**config.mk**
```make
export PLATFORM = sky130hd
export DESIGN_NAME = usi_shift_unit
export DESIGN_NICKNAME = d
export VERILOG_FILES = /design/src/rtl/usi_shift_unit.sv
export SDC_FILE = /design/constraint.sdc
export NUM_CORES = 1
export LEC_CHECK = 0
export CAP_MARGIN = 20
export CORE_MARGIN = 1.5
export CORE_UTILIZATION = 40
export DETAILED_ROUTE_END_ITERATION = 10
export GPL_TIMING_DRIVEN = 0
export PLACE_DENSITY_LB_ADDON = 0.12
export SLEW_MARGIN = 25
export SYNTH_ARGS = -nofsm -noshare
export SYNTH_HDL_FRONTEND = slang
export SYNTH_SLANG_ARGS = --single-unit
```
**constraint.sdc**
```tcl
create_clock -name clk -period 1.86 [get_ports clk]
set_input_delay 0.465 -clock clk [delete_from_list [all_inputs] [get_ports clk]]
set_output_delay 0.465 -clock clk [all_outputs]
set_load 0.005 [all_outputs]
```
**src/rtl/usi_shift_unit.sv**
```systemverilog
module usi_shift_unit #(
  parameter int DW = 8
) (
  input  logic          clk,
  input  logic          rst_n,
  input  logic          bus_we,
  input  logic [1:0]    bus_addr,
  input  logic [DW-1:0] bus_wdata,
  output logic [DW-1:0] bus_rdata,
  input  logic          tmr_pulse,
  input  logic          sck_in,
  input  logic          din,
  output logic          dout,
  output logic          sck_out
);
  localparam int CW = $clog2(2*DW);

  logic [1:0]    mode_q;
  logic [2:0]    sel_q;
  logic          tog_q, ovf_q;
  logic [DW-1:0] sr_q, buf_q, sr_nxt;
  logic [CW-1:0] cnt_q;
  logic [2:0]    sck_s;
  logic [1:0]    din_s;
  logic          shift_ev, cnt_ev;

  wire wr_ctl = bus_we && bus_addr == 2'd0;
  wire wr_st  = bus_we && bus_addr == 2'd1;
  wire wr_dat = bus_we && bus_addr == 2'd2;
  wire strobe = wr_ctl && bus_wdata[0];
  wire toggle = wr_ctl && bus_wdata[1];
  wire ext_r  = sck_s[1] && !sck_s[2];
  wire ext_f  = !sck_s[1] && sck_s[2];
  wire wrap   = cnt_ev && cnt_q == '1;

  logic unused_bits;
  assign unused_bits = ^{bus_wdata[6:CW], bus_wdata[2]};

  always_comb begin
    shift_ev = 1'b0;
    cnt_ev   = 1'b0;
    case (sel_q)
      3'b001:         begin cnt_ev = strobe;    shift_ev = strobe && !cnt_q[0]; end
      3'b010, 3'b011: begin cnt_ev = tmr_pulse; shift_ev = tmr_pulse && !cnt_q[0]; end
      3'b100:         begin cnt_ev = ext_r || ext_f; shift_ev = ext_r; end
      3'b110:         begin cnt_ev = ext_r || ext_f; shift_ev = ext_f; end
      3'b101:         begin cnt_ev = strobe; shift_ev = ext_r; end
      3'b111:         begin cnt_ev = strobe; shift_ev = ext_f; end
      default: ;
    endcase
  end

  assign sr_nxt = shift_ev ? {sr_q[DW-2:0], din_s[1]} : sr_q;

  always_ff @(posedge clk) begin
    if (!rst_n) begin
      sck_s <= '0;
      din_s <= '0;
    end else begin
      sck_s <= {sck_s[1:0], sck_in};
      din_s <= {din_s[0], din};
    end
  end

  always_ff @(posedge clk) begin
    if (!rst_n) begin
      mode_q <= '0;
      sel_q  <= '0;
      tog_q  <= 1'b0;
    end else begin
      if (wr_ctl) begin
        mode_q <= bus_wdata[7:6];
        sel_q  <= bus_wdata[5:3];
      end
      if (toggle) tog_q <= !tog_q;
    end
  end

  always_ff @(posedge clk) begin
    if (!rst_n) begin
      sr_q  <= '0;
      buf_q <= '0;
      cnt_q <= '0;
      ovf_q <= 1'b0;
    end else begin
      sr_q <= wr_dat ? bus_wdata : sr_nxt;
      if (wr_st)       cnt_q <= bus_wdata[CW-1:0];
      else if (cnt_ev) cnt_q <= cnt_q + 1'b1;
      if (wrap) begin
        ovf_q <= 1'b1;
        buf_q <= sr_nxt;
      end else if (wr_st && bus_wdata[7]) begin
        ovf_q <= 1'b0;
      end
    end
  end

  always_comb begin
    bus_rdata = '0;
    case (bus_addr)
      2'd0: bus_rdata[7:0] = {mode_q, sel_q, 3'b000};
      2'd1: begin bus_rdata[7] = ovf_q; bus_rdata[CW-1:0] = cnt_q; end
      2'd2: bus_rdata = sr_q;
      default: bus_rdata = buf_q;
    endcase
  end

  assign dout    = (mode_q != 2'b00) && sr_q[DW-1];
  assign sck_out = (mode_q != 2'b00) && tog_q;

  AST_NOCLK_IDLE: assert property (@(posedge clk) disable iff (!rst_n)
    (sel_q == 3'b000 && !wr_st && !wr_dat) |=> ($stable(cnt_q) && $stable(sr_q)));
  AST_CNT_STEP: assert property (@(posedge clk) disable iff (!rst_n)
    (!wr_st) |=> (CW'(cnt_q - $past(cnt_q)) <= CW'(1)));
  AST_OVF_AT_WRAP: assert property (@(posedge clk) disable iff (!rst_n)
    $rose(ovf_q) |-> ($past(cnt_q) == '1 && ($past(wr_st) || cnt_q == '0)));
  AST_BUF_ONLY_ON_WRAP: assert property (@(posedge clk) disable iff (!rst_n)
    !$stable(buf_q) |-> ovf_q);
  AST_SCK_FLIPS: assert property (@(posedge clk) disable iff (!rst_n)
    (toggle && mode_q != 2'b00 && bus_wdata[7:6] != 2'b00) |=> (sck_out != $past(sck_out)));
endmodule

```
==> run_results.csv <==
group,metric,value,unit
grt,grt_pass1_vias,1379,
run_status,status,"completed",
cts,cts_tree,"yes",
synthesis,syn-num-nets,196,
pwr,p_clk_share,37.6,%
synthesis,synth_cell_type_count,32,
flow_run,drv_cap,0,
timing,max_freq,0.546,GHz
placed_design,placed_cell_area,1880,µm²
cts,cts.sinks,32,
timing,final_max_slew_viol_count,0,
timing,skew,0.00259,ns
setup_path,cp.arrival,1.37,ns
setup_path,ff2ff_path_depth,6,
floorplanning,start_util,42.3,%
pwr,p_switching,352,µW
pwr,sw_frac_of_total,24.2,%
pwr,internal-power,1.10,mW
routing,drtPass1Iterations,4,
synthesis,synth_edf_count,0,
synthesis,ys_warn_count,0,
floorplanning,dieHeight,65.7,µm
final_layout,seqCellArea,646,µm²
setup_path,critical_path_class,"input port to output pin",
routing,vias,1426,
timing,layout_worst_path_cycle_share,98.5,%
grt,grt_usage,20.2,%
final_layout,mostFrequentLayoutCell,"nand2_1",
setup_path,cp_data_required_time,1.39,ns
pwr,peakVddDrop,0.346,mV
synthesis,syn_inst,177,
setup_path,r2r-start,"sel_q[1]$_SDFFE_PN0N_",
grt,grt_overflow,0,
routing,vias_per_cell,5.44,
timing,min_period,1.83,ns
hold_path,holdCritStartpoint,"sck_s[0]$_SDFF_PN0_",
synthesis,synth_seq_area_share,40.7,%
grt,grt_first_pass_wirelength,6460,µm
cts,cts_max_level,2,
placed_design,place_ws,-0.565,ns
final_layout,num-fill-cells,373,
pwr,pwr-share-comb,12.1,%
setup_path,cp-end-kind,"output pin",
pwr,cellLeakagePower,0.836,nW
routing,avgRoutedWirePerCell,15.2,µm
synthesis,synth_seq_cells,32,
cts,cts_made_buffers,5,
floorplanning,dieArea,4320,µm²
setup_path,worstReg2RegEnd,"buf_q[7]$_SDFFE_PN0P_",
hold_path,whs_endpoint,"sck_s[1]$_SDFF_PN0_",
final_layout,layout_common_cells,"nand2_1 (29), dfxtp_1 (28), o21ai_0 (20)",
final_layout,area_delta_synth_final,31.3,%
timing,worstMarginPinSlew,0.655,ns
cts,path_clk_slew,0.06,ns
synthesis,syn_area_per_cell,8.89,µm²
pwr,power.total,1.46,mW
final_layout,multi_input_area,878,µm²
synthesis,syn_area,1570,µm²
cts,clock_path_buffers,2,
routing,wirelength,3990,µm
synthesis,synthFlopType,"dfxtp_1",
routing,drc,0,
cts,ctsRootBufferMaster,"clkbuf_8",
setup_path,critPathLaunchType,"input port",
placed_design,dp_hpwl,2790,µm
floorplanning,coreArea,3720,µm²
setup_path,rrSetupSlack,0.12,ns
timing,fin_ws,0.0285,ns
final_layout,antenna_cells,0,
setup_path,cp_max_fo,7,
grt,antenna_found_initial,0,
grt,grt_max_degree,11,
floorplanning,die_w,65.7,µm
timing,finalSetupTns,0,ns
placed_design,port_buffers,23,
timing,setup_viol,0,
pwr,seq_power_share,50.3,%
cts,insertion_delay,0.28,ns
floorplanning,rows,22,
floorplanning,ios,26,
final_layout,finalInstanceArea,2070,µm²
timing,slew_headroom,56.2,%
timing,finalHoldViolCount,0,
pwr,power_density,705,nW/µm²
routing,drtIter0Drc,103,
final_layout,drive_gt1_share,19.2,%
synthesis,async_flop_share,0,%
hold_path,min_path_cells,1,
final_layout,fin_nets,232,
placed_design,gp_congestion,0.822,
hold_path,worstHoldPathType,"flop to flop",
timing,hold-worst-slack,0.438,ns
routing,ant_nets,0,
-- Yosys cell counts, types with 2 or more instances --
cell      instances  area share (%)
nand3_1           4             1.3
nand3b_1          2            0.95
inv_1             3            0.72
mux2i_1           5             3.2
nor2b_1           4             1.6
buf_2             2            0.64
a21oi_1           6             1.9
dfxtp_1          32              41
ha_1              3             2.4
and2_1            7             2.8
mux2_2            3             2.1
a22o_1            4             2.2
o21ai_2           2             1.1
o21a_1            2            0.95
o21ai_0          22             7.0
a31oi_1          16             6.4
a21boi_0          5             2.4
nor2_1            2            0.48
nand2_1          31             7.4
xor2_1            3             1.7
buf_6             2             1.4
clkbuf_1          7             1.7
-- per-stage QoR --
| stage | cells | utilization (%) |
|---|---|---|
| floorplan | 177 | - |
| global placement | 248 | 50.5 |
| detailed placement | 248 | 50.5 |
| CTS | 259 | 54.6 |
| global route | 262 | 55.6 |
| finish | 262 | 55.6 |
-- power groups by stage --
stage | clock [mW] | sequential (mW) | combinational, mW
after floorplan | 0 | 0.737 | 0.0956
after global placement | 0 | 0.743 | 0.162
after detailed placement | 0 | 0.744 | 0.164
after CTS | 0.558 | 0.731 | 0.168
after global routing | 0.590 | 0.734 | 0.194
final | 0.548 | 0.732 | 0.177
-- flip-flops by register name, summed over array words and instances (netlist names) --
register  flops
cnt_q         4
buf_q         8
tog_q         1
ovf_q         1
sel_q         3
sr_q          8
din_s         2
sck_s         3
mode_q        2
-- timing repair --
| item | in CTS | in global routing |
|---|---|---|
| buffers inserted | 4 | 3 |
| gates resized for setup | 24 | 13 |
| hold buffers | 0 | 0 |
| pin swaps | 2 | 4 |
| endpoints found under the setup margin | 28 | 23 |
-- cells by family after synthesis --
logic type / count (synthesis) / share of synthesized area [%]
and+or+nand+nor: 53 / 16.5
xor gates and xnor gates: 4 / 2.23
adders and majority gates: 3 / 2.39
buffers and inverters: 15 / 5.41
AOI/OAI and AO/OA: 60 / 24.3
muxes: 10 / 8.43
DFF: 32 / 40.7
-- layer usage --
layer  share of wire (%)  global-route usage [%]  vias up  wire (µm)
met3                 5.3                    4.11        8        212
met1                  45                    25.1      672       1810
li1                    -                       -      709          -
met5                   0                       0        -          0
met4                 1.9                    10.4        0         76
met2                  47                    33.0       37       1890
-- critical path, cell delays in order --
cell and delay [ns]:
buf_8 0.10, mux2_2 0.33, a22o_1 0.22, dlygate4sd2_1 0.26
-- worst max path at each step --
stage | startpoint | to | depth (start not counted)
finish | bus_addr[1] | bus_rdata[1] | 4
global route | bus_addr[1] | bus_rdata[4] | 6
CTS | bus_addr[1] | bus_rdata[2] | 5
detailed placement | bus_we | buf_q[7]$_SDFFE_PN0P_ | 8
global placement | bus_we | buf_q[6]$_SDFFE_PN0P_ | 8
floorplan | bus_addr[1] | buf_q[6]$_SDFFE_PN0P_ | 8
-- layout make-up --
type	instances	area share [%]
sequential	32	31.3
inverter	3	0.545
tap	48	2.91
multi-input combinational	130	42.5
buffer	11	5.69
clock buffer	8	4.36
timing repair buffer	30	12.7
(Power assumes the default switching activity.)
